### src/rtl/tapPkg.sv
package tapPkg;
  localparam int IR_W = 4;
  localparam int ID_W = 32;

  localparam logic [IR_W-1:0] OP_EXTEST  = 4'b0000;
  localparam logic [IR_W-1:0] OP_SAMPLE  = 4'b1100;
  localparam logic [IR_W-1:0] OP_INTEST  = 4'b1010;
  localparam logic [IR_W-1:0] OP_IDCODE  = 4'b0010;
  localparam logic [IR_W-1:0] OP_BYPASS  = 4'b1111;
  localparam logic [IR_W-1:0] IR_CAPTURE = 4'b0101;

  typedef enum logic [3:0] {
    ST_TLR, ST_RTI,
    ST_SEL_DR, ST_CAP_DR, ST_SH_DR, ST_EX1_DR, ST_PAU_DR, ST_EX2_DR, ST_UPD_DR,
    ST_SEL_IR, ST_CAP_IR, ST_SH_IR, ST_EX1_IR, ST_PAU_IR, ST_EX2_IR, ST_UPD_IR
  } tapState_e;

  // strobes from the controller to the datapath
  typedef struct packed {
    logic inReset;
    logic capIr;
    logic shIr;
    logic updIr;
    logic capDr;
    logic shDr;
    logic updDr;
  } tapStrobe_t;

  typedef struct packed {
    logic extest;
    logic sample;
    logic intest;
    logic idcode;
    logic bypass;
  } tapMode_t;

  function automatic tapMode_t decodeOp(input logic [IR_W-1:0] op, input bit hasId);
    tapMode_t m;
    m = '0;
    case (op)
      OP_EXTEST: m.extest = 1'b1;
      OP_SAMPLE: m.sample = 1'b1;
      OP_INTEST: m.intest = 1'b1;
      OP_IDCODE: begin
        if (hasId) m.idcode = 1'b1;
        else       m.bypass = 1'b1;
      end
      default:   m.bypass = 1'b1;
    endcase
    return m;
  endfunction
endpackage

### src/rtl/tapCtrl.sv
module tapCtrl
  import tapPkg::*;
(
  input  logic       tck,
  input  logic       trstN,
  input  logic       tmsIn,
  output tapState_e  state,
  output tapStrobe_t strobe
);
  tapState_e stateNext;

  always_comb begin
    stateNext = state;
    case (state)
      ST_TLR:    stateNext = tmsIn ? ST_TLR    : ST_RTI;
      ST_RTI:    stateNext = tmsIn ? ST_SEL_DR : ST_RTI;
      ST_SEL_DR: stateNext = tmsIn ? ST_SEL_IR : ST_CAP_DR;
      ST_CAP_DR: stateNext = tmsIn ? ST_EX1_DR : ST_SH_DR;
      ST_SH_DR:  stateNext = tmsIn ? ST_EX1_DR : ST_SH_DR;
      ST_EX1_DR: stateNext = tmsIn ? ST_UPD_DR : ST_PAU_DR;
      ST_PAU_DR: stateNext = tmsIn ? ST_EX2_DR : ST_PAU_DR;
      ST_EX2_DR: stateNext = tmsIn ? ST_UPD_DR : ST_SH_DR;
      ST_UPD_DR: stateNext = tmsIn ? ST_SEL_DR : ST_RTI;
      ST_SEL_IR: stateNext = tmsIn ? ST_TLR    : ST_CAP_IR;
      ST_CAP_IR: stateNext = tmsIn ? ST_EX1_IR : ST_SH_IR;
      ST_SH_IR:  stateNext = tmsIn ? ST_EX1_IR : ST_SH_IR;
      ST_EX1_IR: stateNext = tmsIn ? ST_UPD_IR : ST_PAU_IR;
      ST_PAU_IR: stateNext = tmsIn ? ST_EX2_IR : ST_PAU_IR;
      ST_EX2_IR: stateNext = tmsIn ? ST_UPD_IR : ST_SH_IR;
      ST_UPD_IR: stateNext = tmsIn ? ST_SEL_DR : ST_RTI;
      default:   stateNext = ST_TLR;
    endcase
  end

  always_ff @(posedge tck or negedge trstN) begin
    if (!trstN) state <= ST_TLR;
    else        state <= stateNext;
  end

  always_comb begin
    strobe.inReset = (state == ST_TLR);
    strobe.capIr   = (state == ST_CAP_IR);
    strobe.shIr    = (state == ST_SH_IR);
    strobe.updIr   = (state == ST_UPD_IR);
    strobe.capDr   = (state == ST_CAP_DR);
    strobe.shDr    = (state == ST_SH_DR);
    strobe.updDr   = (state == ST_UPD_DR);
  end
endmodule

### src/rtl/tapData.sv
module tapData
  import tapPkg::*;
#(
  parameter bit          HAS_ID     = 1'b1,
  parameter logic [3:0]  ID_VERSION = 4'h3,
  parameter logic [15:0] ID_PART    = 16'hA5C2,
  parameter logic [10:0] ID_MANUF   = 11'h2B7
) (
  input  logic            tck,
  input  logic            trstN,
  input  logic            tdiIn,
  input  logic            bsSerialIn,
  input  tapStrobe_t      strobe,
  output logic [IR_W-1:0] irValue,
  output tapMode_t        mode,
  output logic            boundarySel,
  output logic            tdoOut,
  output logic            tdoEn
);
  localparam logic [IR_W-1:0] RESET_OP = HAS_ID ? OP_IDCODE : OP_BYPASS;
  localparam logic [ID_W-1:0] ID_WORD  = {ID_VERSION, ID_PART, ID_MANUF, 1'b1};

  logic [IR_W-1:0] irShift;
  logic            bypassBit;
  logic            idBit;
  logic            drBit;
  logic            serialBit;

  // instruction shift stage, rising edge
  always_ff @(posedge tck or negedge trstN) begin
    if (!trstN)            irShift <= '0;
    else if (strobe.capIr) irShift <= IR_CAPTURE;
    else if (strobe.shIr)  irShift <= {tdiIn, irShift[IR_W-1:1]};
  end

  // instruction parallel stage, falling edge
  always_ff @(negedge tck or negedge trstN) begin
    if (!trstN)              irValue <= RESET_OP;
    else if (strobe.inReset) irValue <= RESET_OP;
    else if (strobe.updIr)   irValue <= irShift;
  end

  assign mode        = decodeOp(irValue, HAS_ID);
  assign boundarySel = mode.extest | mode.sample | mode.intest;

  always_ff @(posedge tck or negedge trstN) begin
    if (!trstN)            bypassBit <= 1'b0;
    else if (strobe.capDr) bypassBit <= 1'b0;
    else if (strobe.shDr)  bypassBit <= tdiIn;
  end

  generate
    if (HAS_ID) begin : g_id
      logic [ID_W-1:0] idShift;
      always_ff @(posedge tck or negedge trstN) begin
        if (!trstN)                         idShift <= '0;
        else if (strobe.capDr && mode.idcode) idShift <= ID_WORD;
        else if (strobe.shDr && mode.idcode)  idShift <= {tdiIn, idShift[ID_W-1:1]};
      end
      assign idBit = idShift[0];
    end else begin : g_noId
      assign idBit = 1'b0;
    end
  endgenerate

  always_comb begin
    if (mode.idcode)      drBit = idBit;
    else if (mode.bypass) drBit = bypassBit;
    else                  drBit = bsSerialIn;
  end

  always_comb begin
    if (strobe.shIr)      serialBit = irShift[0];
    else if (strobe.shDr) serialBit = drBit;
    else                  serialBit = 1'b0;
  end

  always_ff @(negedge tck or negedge trstN) begin
    if (!trstN) begin
      tdoOut <= 1'b0;
      tdoEn  <= 1'b0;
    end else begin
      tdoOut <= serialBit;
      tdoEn  <= strobe.shIr | strobe.shDr;
    end
  end
endmodule

### src/rtl/tapPort.sv
module tapPort
  import tapPkg::*;
#(
  parameter bit          HAS_ID     = 1'b1,
  parameter logic [3:0]  ID_VERSION = 4'h3,
  parameter logic [15:0] ID_PART    = 16'hA5C2,
  parameter logic [10:0] ID_MANUF   = 11'h2B7
) (
  input  logic       tck,
  input  logic       trstN,
  input  logic       tmsIn,
  input  logic       tdiIn,
  input  logic       bsSerialIn,
  output logic       tdoOut,
  output logic       tdoEn,
  output logic [3:0] irValue,
  output logic       modeExtest,
  output logic       modeSample,
  output logic       modeIntest,
  output logic       bsCapture,
  output logic       bsShift,
  output logic       bsUpdate
);
  tapState_e  ctrlState;
  tapStrobe_t strobe;
  tapMode_t   mode;
  logic       boundarySel;

  tapCtrl ctrl_i (
    .tck    (tck),
    .trstN  (trstN),
    .tmsIn  (tmsIn),
    .state  (ctrlState),
    .strobe (strobe)
  );

  tapData #(
    .HAS_ID     (HAS_ID),
    .ID_VERSION (ID_VERSION),
    .ID_PART    (ID_PART),
    .ID_MANUF   (ID_MANUF)
  ) data_i (
    .tck         (tck),
    .trstN       (trstN),
    .tdiIn       (tdiIn),
    .bsSerialIn  (bsSerialIn),
    .strobe      (strobe),
    .irValue     (irValue),
    .mode        (mode),
    .boundarySel (boundarySel),
    .tdoOut      (tdoOut),
    .tdoEn       (tdoEn)
  );

  assign modeExtest = mode.extest;
  assign modeSample = mode.sample;
  assign modeIntest = mode.intest;
  assign bsCapture  = strobe.capDr & boundarySel;
  assign bsShift    = strobe.shDr & boundarySel;
  assign bsUpdate   = strobe.updDr & boundarySel;
endmodule

### config.mk
export PLATFORM = sky130hd
export DESIGN_NAME = tapPort
export DESIGN_NICKNAME = d
export VERILOG_FILES = /design/src/rtl/tapPkg.sv /design/src/rtl/tapCtrl.sv /design/src/rtl/tapData.sv /design/src/rtl/tapPort.sv
export SDC_FILE = /design/constraint.sdc
export NUM_CORES = 1
export LEC_CHECK = 0
export BUFFER_PORTS_ARGS = -buffer_cell sky130_fd_sc_hd__buf_2
export CAP_MARGIN = 10
export CELL_PAD_IN_SITES_DETAIL_PLACEMENT = 1
export CELL_PAD_IN_SITES_GLOBAL_PLACEMENT = 1
export CORE_ASPECT_RATIO = 0.5
export CORE_MARGIN = 2
export CORE_UTILIZATION = 30
export CTS_CLUSTER_DIAMETER = 50
export DETAILED_ROUTE_END_ITERATION = 10
export PLACE_DENSITY_LB_ADDON = 0.2
export SYNTH_ARGS = -nofsm -noshare
export SYNTH_HDL_FRONTEND = slang
export SYNTH_HIERARCHICAL = 1
export SYNTH_SLANG_ARGS = --single-unit
### constraint.sdc
create_clock -name tck -period 2.3 [get_ports tck]
set_input_delay 0.115 -clock tck [delete_from_list [all_inputs] [get_ports tck]]
set_output_delay 0.115 -clock tck [all_outputs]
set_load 0.005 [all_outputs]
## Yosys cells after proc, flatten, opt, wreduce, memory -nomap -nowiden

Cells that the tools add are included.

- Equal/unequal tests: 18
- Multiplexer cells: 29
- Bitwise gates (word level): 6
- Reductions and logical operators: 12

Operator list:

| cell | count |
|---|---|
| two-way mux 32 bit | 2 |
| one-hot mux 4 bit (12 select lines) | 1 |
| == test 4 bit (second input constant) | 10 |
| two-way mux 4 bit | 8 |
| == test 4 x 3 -> 1 bit (second input constant) | 4 |
| two-way mux 1 bit | 13 |
| == test 4 x 2 -> 1 bit (second input constant) | 3 |
| zero test 4 bit | 2 |
| nonzero test 2 bit | 4 |
| two-way mux 2 bit | 3 |
| two-way mux 3 bit | 2 |
| == test 4 x 1 -> 1 bit (second input constant) | 1 |
| OR reduction 2 bit | 2 |
| OR reduction 4 bit | 1 |
| AND 1 bit | 3 |
| bitwise OR 1 bit | 3 |
| OR reduction 3 bit | 1 |
| logical AND 1 bit | 2 |

- Register bits after elaboration: 47
- Input port bits: 5
- Output and inout bits: 12

## Logic depth before layout (Yosys ltp)

Gate-level depths: netlist of the first run.

- Depth in word-level cells: 6
- Mapped depth: 8
- Gate-level depth less buffers: 5

## Cells and area by module

The synthesis of the first run kept the hierarchy.

By module, submodules not included:

| module | instances | cells an instance | area an instance (um^2) |
|---|---|---|---|
| tapData | 1 | 150 | 1840.5 |
| tapCtrl | 1 | 46 | 340.3 |
| tapPort | 1 | 3 | 18.8 |

==> impl_metrics.json, run 1 <==
{
  "status": "complete, but fails checks",
  "violations": "setup timing",
  "die_w_um": 125,
  "max-clock-path-buffers": 2,
  "drive_above_1_share_pct": 41.7,
  "hold_path.class": "in2reg",
  "p_per_area_mw_per_mm2": 1540,
  "diodes": 0,
  "power_leakage_nw": 1.43,
  "vias_per_cell": 4.94,
  "numCtsBuffers": 5,
  "worstPathArrival_ps": 2870,
  "synthesis.area_mm2": 0.00218,
  "hold_viol_final": 0,
  "htree_num_levels": 2,
  "wl_um": 5900,
  "cts_tree": "built",
  "crit_path_end_kind": "output port",
  "overflow": 0,
  "antenna_found_initial": 0,
  "grt_pass1_vias": 1938,
  "whs_ps": 100,
  "insertion_delay_ps": 350,
  "slew_viol_final": 0,
  "ys_warn_count": 6,
  "dp_hpwl_um": 3410,
  "grt_max_degree": 36,
  "slowest_stage": "dfstp_2",
  "hold_start": "tmsIn",
  "synth_cells": 197,
  "nets": 270,
  "die_area_mm2": 0.00802,
  "drt_iter0_markers": 63,
  "syn_nets": 202,
  "worstReg2RegStart": "data_i/irValue[1]",
  "grt_usage_pct": 15.8,
  "initial_core_util_pct": 31.9,
  "drcViolationCount": 0,
  "path_cells": "nand2b_4, nor3b_2, or3_4, and2_4, buf_6",
  "worstPathRequired_ps": 2180,
  "area_delta_synth_final_pct": 46.0,
  "critical_path_class": "reg2out",
  "portBuffers": 16,
  "clock_sinks": 47,
  "max-cap-violations": 0,
  "worst_slack_ps": -689,
  "critPathMaxStageDelay_ps": 570,
  "critPathTopFamily": "simple AND/OR/NAND/NOR gates",
  "peakVddDrop_v": 0.000429,
  "setup-tns-final_ps": -21610,
  "fp.dieH_um": 64.3,
  "root_buffer": "clkbuf_16",
  "use_met2_pct": 28.3,
  "n_fill_cell": 741,
  "relSlewSlack_pct": 59.9,
  "crit_path_max_fanout": 5,
  "dp_slack_ps": -397,
  "place_congestion": 0.828,
  "core_area_mm2": 0.00686,
  "setup-violations-final": 45,
  "crit_buf_inv": 1,
  "vias": 1767,
  "final_common_cell": "buf_4",
  "final_cell_mix": "41 x buf_4, 38 x dfrtp_1, 17 x buf_6, 17 x o22a_1",
  "max_slew.worst_pin.slew_ps": 600,
  "num_rows": 21,
  "drtPass1Iterations": 4,
  "cp-start-kind": "flop",
  "crit_start": "data_i/irValue[1]",
  "postRouteAntennaNets": 0,
  "top_usage_layer": "met2",
  "wire_per_inst_um": 16.5,
  "clkTransAtPathRegs_ps": 60,
  "grt_util_met1_pct": 19.9,
  "finClkSkew_ps": 68.9,
  "rsz0062_at_grt": "true",
  "num_io_pins": 17,
  "grt_pass1_wl_um": 9980,
  "globalRouteMet3Util_pct": 3.27,
  "avgSynthCellArea_um2": 11.1
}
where the power goes:
part           internal [W]  switching, W
sequential          0.00121      0.000296
clock              0.000519      0.000323
combinational       0.00144       0.00112
total               0.00317       0.00174
path summary, 6_finish.rpt:
path                                            to  slack [ps]  cells past startpoint
min reg2reg                data_i/g_id.idShift[11]         490                      2
max reg2reg                data_i/g_id.idShift[20]        -610                      6
max in group asynchronous        data_i/irValue[1]         670                      2
min in group asynchronous          ctrl_i/state[0]         250                      2
max                                        bsShift        -690                      5
min                                ctrl_i/state[2]         100                      2
routing by layer:
metal,wire length (um),vias to the layer above
li1,-,853
met1,2860,900
met2,2900,9
met3,83,5
met4,53,0
met5,0,-
metrics by stage:
step                      cell area (um2)  cells  total power (W)  utilization (%)
final                                3190    358          0.00491             46.5
after global routing                 3190    358          0.00525             46.5
after CTS                            3070    349          0.00476             44.7
after detailed placement             2570    322          0.00329             37.5
after global placement               2570    322          0.00322             37.5
after floorplan                      2260    197          0.00275                -
cell type report:
type	instances	area, um2	share of cell area [%]
sequential	47	1180	37.0
multi-input combinational	131	1030	32.4
inverter	6	25.0	0.784
clock inverter	4	50.0	1.57
clock buffer	5	125	3.92
tap	92	115	3.61
timing repair buffer	73	659	20.7
registers in the layout, indices dropped and copies added (netlist names):
signal and flops:
data_i/bypassBit 1, ctrl_i/state 4, data_i/tdoOut 1, data_i/irShift 4
data_i/irValue 4, data_i/g_id.idShift 32, data_i/tdoEn 1
timing repair:
action / in CTS / in global routing
resized for setup: 30 / 11
endpoints found under the setup margin: 47 / 48
gates cloned: 6 / 1
hold endpoints to repair: 6 / 0
hold buffers: 1 / 0
pin swaps: 4 / 5
buffers inserted: 13 / 9
No activity file was read; power rests on OpenSTA's default activity.
==> inputs of run 2 (changes only) <==
--- a/config.mk
+++ b/config.mk
@@ -11,7 +11,7 @@
 export CELL_PAD_IN_SITES_GLOBAL_PLACEMENT = 1
 export CORE_ASPECT_RATIO = 0.5
 export CORE_MARGIN = 2
-export CORE_UTILIZATION = 30
+export CORE_UTILIZATION = 47
 export CTS_CLUSTER_DIAMETER = 50
 export DETAILED_ROUTE_END_ITERATION = 10
 export PLACE_DENSITY_LB_ADDON = 0.2
==> run 2 against run 1 <==
Effect of this change: the flow still finishes with violations (setup timing); final area up 4.6%; critical path depth unchanged; register-to-register slack got worse by 110 ps; sequential share of layout area is 1.6 points lower; routed wire length increased by 79%; die area down 35%; largest cell class unchanged.
==> impl_metrics.json, run 2 (same netlist as run 1, synthesis figures left out) <==
{
  "drt_iter0_markers": 148,
  "drcViolationCount": 0,
  "die_w_um": 100,
  "dp_hpwl_um": 3700,
  "violations": "setup timing",
  "regMostFlops": "data_i/g_id.idShift",
  "grt_usage_pct": 33.7,
  "reg2reg_slack_ps": -720,
  "worstPathRequired_ps": 2180,
  "area_delta_synth_final_pct": 52.7,
  "crit_path_max_fanout": 3,
  "htree_num_levels": 2,
  "portBuffers": 16,
  "drtPass1Iterations": 5,
  "grt_max_degree": 21,
  "crit_top_cell": "and2_4",
  "wire_per_inst_um": 31.4,
  "max-cap-violations": 0,
  "num_io_pins": 17,
  "hold_path.class": "in2reg",
  "crit_buf_inv": 1,
  "largest_register_ffs": 32,
  "critPathTopFamily": "simple AND/OR/NAND/NOR gates",
  "worstPathArrival_ps": 2990,
  "antenna_found_initial": 0,
  "worst_slack_ps": -806,
  "drive_above_1_share_pct": 46.4,
  "power_leakage_nw": 1.50,
  "critPathMaxStageDelay_ps": 570,
  "diodes": 0,
  "max_slew.worst_pin.slew_ps": 723,
  "root_buffer": "clkbuf_8",
  "fp.dieH_um": 52.2,
  "clock_sinks": 47,
  "p_per_area_mw_per_mm2": 1660,
  "grt_pass1_vias": 2177,
  "stdcell_area_mm2": 0.00334,
  "place_congestion": 0.776,
  "postLayoutCoreUtil_pct": 75.4,
  "core_area_mm2": 0.00442,
  "cts_tree": "built",
  "final_cell_mix": "44 x buf_4, 38 x dfrtp_1, 32 x buf_6",
  "slew_viol_final": 0,
  "die_area_mm2": 0.00524,
  "overflow": 0,
  "num_rows": 17,
  "nets": 284,
  "crit_path_end_kind": "output port",
  "relSlewSlack_pct": 51.7,
  "slowest_stage": "dfrtn_1",
  "stdcell_count": 337,
  "postRouteAntennaNets": 0,
  "placed_area_mm2": 0.00253,
  "max-clock-path-buffers": 2,
  "vias_per_cell": 6.74,
  "dp.cells": 287,
  "wl_um": 10600,
  "finClkSkew_ps": 71.9,
  "rsz0062_at_grt": "true",
  "critical_path_class": "reg2out",
  "path_cells": "nor3b_4, and2_4, or3_4, and2_4, buf_6",
  "insertion_delay_ps": 370,
  "initial_core_util_pct": 49.4,
  "setup-tns-final_ps": -28130,
  "cp-start-kind": "flop",
  "status": "complete, but fails checks",
  "setup-violations-final": 48,
  "numCtsBuffers": 5,
  "hold_viol_final": 0,
  "peakVddDrop_v": 0.000821,
  "vias": 2270,
  "final_common_cell": "buf_4",
  "clkTransAtPathRegs_ps": 100,
  "grt_pass1_wl_um": 12500
}
==> run 2: final cells by class <==
| type | count | area [um2] |
|---|---|---|
| Fill cell | 410 | 1090 |
| Multi-Input combinational cell | 131 | 1100 |
| Clock inverter | 3 | 42.5 |
| Clock buffer | 6 | 82.6 |
| Inverter | 6 | 25.0 |
| Sequential cell | 47 | 1180 |
| Tap cell | 57 | 71.3 |
| Timing Repair Buffer | 87 | 831 |
==> run 2: path summary, 6_finish.rpt <==
kind,from,endpoint,depth (start not counted)
min in group asynchronous,trstN,data_i/irShift[3],2
min reg2reg,data_i/g_id.idShift[12],data_i/g_id.idShift[12],2
max,data_i/irValue[2],bsCapture,5
min,tmsIn,ctrl_i/state[2],2
max reg2reg,data_i/irValue[2],data_i/g_id.idShift[31],8
max in group asynchronous,trstN,data_i/irValue[1],2
==> run 2: worst register-to-register path, stage by stage (launching register included) <==
cell	delay, ps
dfrtn_1	450
buf_6	170
buf_6	120
buf_6	110
nor4b_4	300
buf_6	210
buf_6	140
a31oi_4	90
o22ai_1	190
==> run 2: power by group <==
group          leakage, nW  internal [W]  switching, W
sequential           0.552       0.00121      0.000397
combinational        0.882       0.00158       0.00167
clock               0.0671      0.000361      0.000337
total                 1.50       0.00315       0.00240
==> run 2: repair_timing <==
action	4_1_cts	5_1_grt
resized for setup	27	43
cloned	6	1
buffers inserted	18	19
endpoints found under the setup margin	48	48
hold buffers	1	0
hold endpoints to repair	5	0
pin swaps	5	18
==> run 2: routing by layer <==
layer  up-vias  wire length, um  global-route usage (%)
li1        879                -                       -
met2       190             4760                    56.7
met3        60             1020                    6.80
met4         0              696                    14.4
met1      1141             4100                    43.1
met5         -                0                    1.10
==> run 2: per-stage QoR <==
stage / hold WS, ps / total power [W] / worst slack (ps)
6_report: 162 / 0.00555 / -806
2_1_floorplan: -181 / 0.00275 / -285
3_3_place_gp: 33.1 / 0.00316 / -366
4_1_cts: 90.3 / 0.00456 / -718
5_1_grt: 138 / 0.00566 / -814
3_5_place_dp: 47.0 / 0.00330 / -443
==> inputs of run 3 (changes only) <==
--- a/config.mk
+++ b/config.mk
@@ -14,6 +14,7 @@
 export CORE_UTILIZATION = 47
 export CTS_CLUSTER_DIAMETER = 50
 export DETAILED_ROUTE_END_ITERATION = 10
+export MAX_ROUTING_LAYER = met4
 export PLACE_DENSITY_LB_ADDON = 0.2
 export SYNTH_ARGS = -nofsm -noshare
 export SYNTH_HDL_FRONTEND = slang
==> run 3 against run 2 <==
Effect of this change: the flow still finishes with violations (setup timing); register-to-register slack hardly changed; critical endpoint unchanged; sequential share of layout area stayed put; global-route usage is 0.88 points higher; routed wire length is 0.35% higher; non-clock buffer count stayed put; clock power hardly changed.
==> impl_metrics.json, run 3 (same netlist as run 1, synthesis figures left out) <==
{
  "drive_above_1_share_pct": 46.4,
  "p_sw_w": 0.00240,
  "die_area_mm2": 0.00524,
  "num_rows": 17,
  "worst_slack_ps": -807,
  "area_delta_synth_final_pct": 52.7,
  "final_cell_mix": "44 x buf_4, 38 x dfrtp_1, 32 x buf_6",
  "grt_max_degree": 21,
  "crit_path_max_fanout": 4,
  "max-clock-path-buffers": 2,
  "path_cells": "nand2b_4, nor3b_4, or3_4, and2_4, buf_6",
  "setup-violations-final": 48,
  "setup-tns-final_ps": -27830,
  "whs_ps": 163,
  "fin_total_pwr_w": 0.00555,
  "min_to": "ctrl_i/state[2]",
  "critPathMaxStageDelay_ps": 590,
  "drcViolationCount": 0,
  "largest_register_ffs": 32,
  "power.share.sequential_pct": 28.9,
  "relSlewSlack_pct": 54.7,
  "slew_viol_final": 0,
  "wl_um": 10600,
  "vias_per_cell": 6.68,
  "critical_path_class": "reg2out",
  "internal_power_w": 0.00315,
  "root_buffer": "clkbuf_8",
  "hold_path.class": "in2reg",
  "core_area_mm2": 0.00442,
  "crit_path_end_kind": "output port",
  "power_leakage_nw": 1.50,
  "dp_hpwl_um": 3700,
  "vias": 2251,
  "hold_viol_final": 0,
  "hold_start": "tmsIn",
  "insertion_delay_ps": 370,
  "regMostFlops": "data_i/g_id.idShift",
  "cts_tree": "built",
  "numCtsBuffers": 5,
  "max-cap-violations": 0,
  "r2r_end": "data_i/g_id.idShift[9]",
  "overflow": 0,
  "grt_pass1_wl_um": 12500,
  "finClkSkew_ps": 67.7,
  "clock_sinks": 47,
  "postRouteAntennaNets": 0,
  "reg2reg_slack_ps": -720,
  "initial_core_util_pct": 49.4,
  "grt_usage_pct": 34.6,
  "switching_share_pct": 43.3,
  "grt_pass1_vias": 2176,
  "nets": 284,
  "critPathTopFamily": "simple AND/OR/NAND/NOR gates",
  "cp-start-kind": "flop",
  "ff2ff_path_depth": 8,
  "peakVddDrop_v": 0.000820,
  "fp.dieH_um": 52.2,
  "num_io_pins": 17,
  "max_slew.worst_pin.slew_ps": 678,
  "n_fill_cell": 410,
  "place_congestion": 0.787,
  "p_per_area_mw_per_mm2": 1660,
  "crit_buf_inv": 1,
  "worstReg2RegStart": "data_i/irValue[2]",
  "htree_num_levels": 2,
  "worstPathArrival_ps": 2990,
  "rsz0062_at_grt": "true",
  "diodes": 0,
  "worstPathRequired_ps": 2180,
  "antenna_found_initial": 0,
  "violations": "setup timing",
  "die_w_um": 100,
  "drtPass1Iterations": 4,
  "wire_per_inst_um": 31.5,
  "drt_iter0_markers": 170,
  "postLayoutCoreUtil_pct": 75.4,
  "portBuffers": 16,
  "slowest_stage": "dfstp_2",
  "clockPowerShare_pct": 12.6,
  "clkTransAtPathRegs_ps": 100,
  "comb_power_share_pct": 58.5,
  "status": "complete, but fails checks",
  "min_path_cells": 2,
  "final_common_cell": "buf_4"
}
-- run 3: cell counts in the layout (fill, tap and decap cells not counted) --
Identical to the previous run, type by type.
-- run 3: worst max-delay path by stage --
stage	startpoint	endpoint	slack, ps	cells past startpoint
4_1_cts	data_i/irValue[1]	bsShift	-720	5
3_5_place_dp	data_i/irValue[1]	bsShift	-440	5
6_report	data_i/irValue[1]	bsCapture	-810	5
5_1_grt	data_i/irValue[1]	bsCapture	-820	5
2_1_floorplan	data_i/irValue[1]	data_i/g_id.idShift[21]	-290	4
3_3_place_gp	data_i/irValue[2]	bsUpdate	-370	5
-- run 3: final cells by class --
cell class | instances | area (um2) | area share, %
sequential | 47 | 1180 | 35.4
multi-input combinational | 131 | 1100 | 33.1
timing repair buffer | 87 | 831 | 24.9
clock buffer | 6 | 82.6 | 2.47
tap | 57 | 71.3 | 2.14
clock inverter | 3 | 42.5 | 1.27
inverter | 6 | 25.0 | 0.750
-- run 3: power by group through the flow --
stage / clock network, W / logic [W] / registers (W)
after global placement: 0.00000544 / 0.00168 / 0.00148
final: 0.000700 / 0.00324 / 0.00161
after CTS: 0.000684 / 0.00239 / 0.00149
after floorplan: 0.00000544 / 0.00134 / 0.00140
after global routing: 0.000734 / 0.00332 / 0.00162
after detailed placement: 0.00000544 / 0.00178 / 0.00151
-- run 3: routing by layer --
metal	GRT usage [%]	vias to the layer above	part of all wire, %
li1	-	882	-
met5	-	-	0
met3	6.80	59	9.6
met4	13.9	0	6.2
met1	43.0	1130	39
met2	56.9	180	45
-- run 3: through the flow --
stage | setup WS, ps | cells | instance area [um2]
2_1_floorplan | -285 | 197 | 2260
3_3_place_gp | -366 | 287 | 2530
3_5_place_dp | -443 | 287 | 2530
4_1_cts | -718 | 320 | 3000
5_1_grt | -819 | 337 | 3340
6_report | -807 | 337 | 3340
-- run 3: timing repair --
action                     in CTS  in global routing
hold buffers                    1                  0
setup buffers                  18                 19
gates cloned                    6                  1
pin swaps                       5                 17
setup endpoints to repair      48                 48
hold endpoints to repair        5                  0
gates resized for setup        27                 43
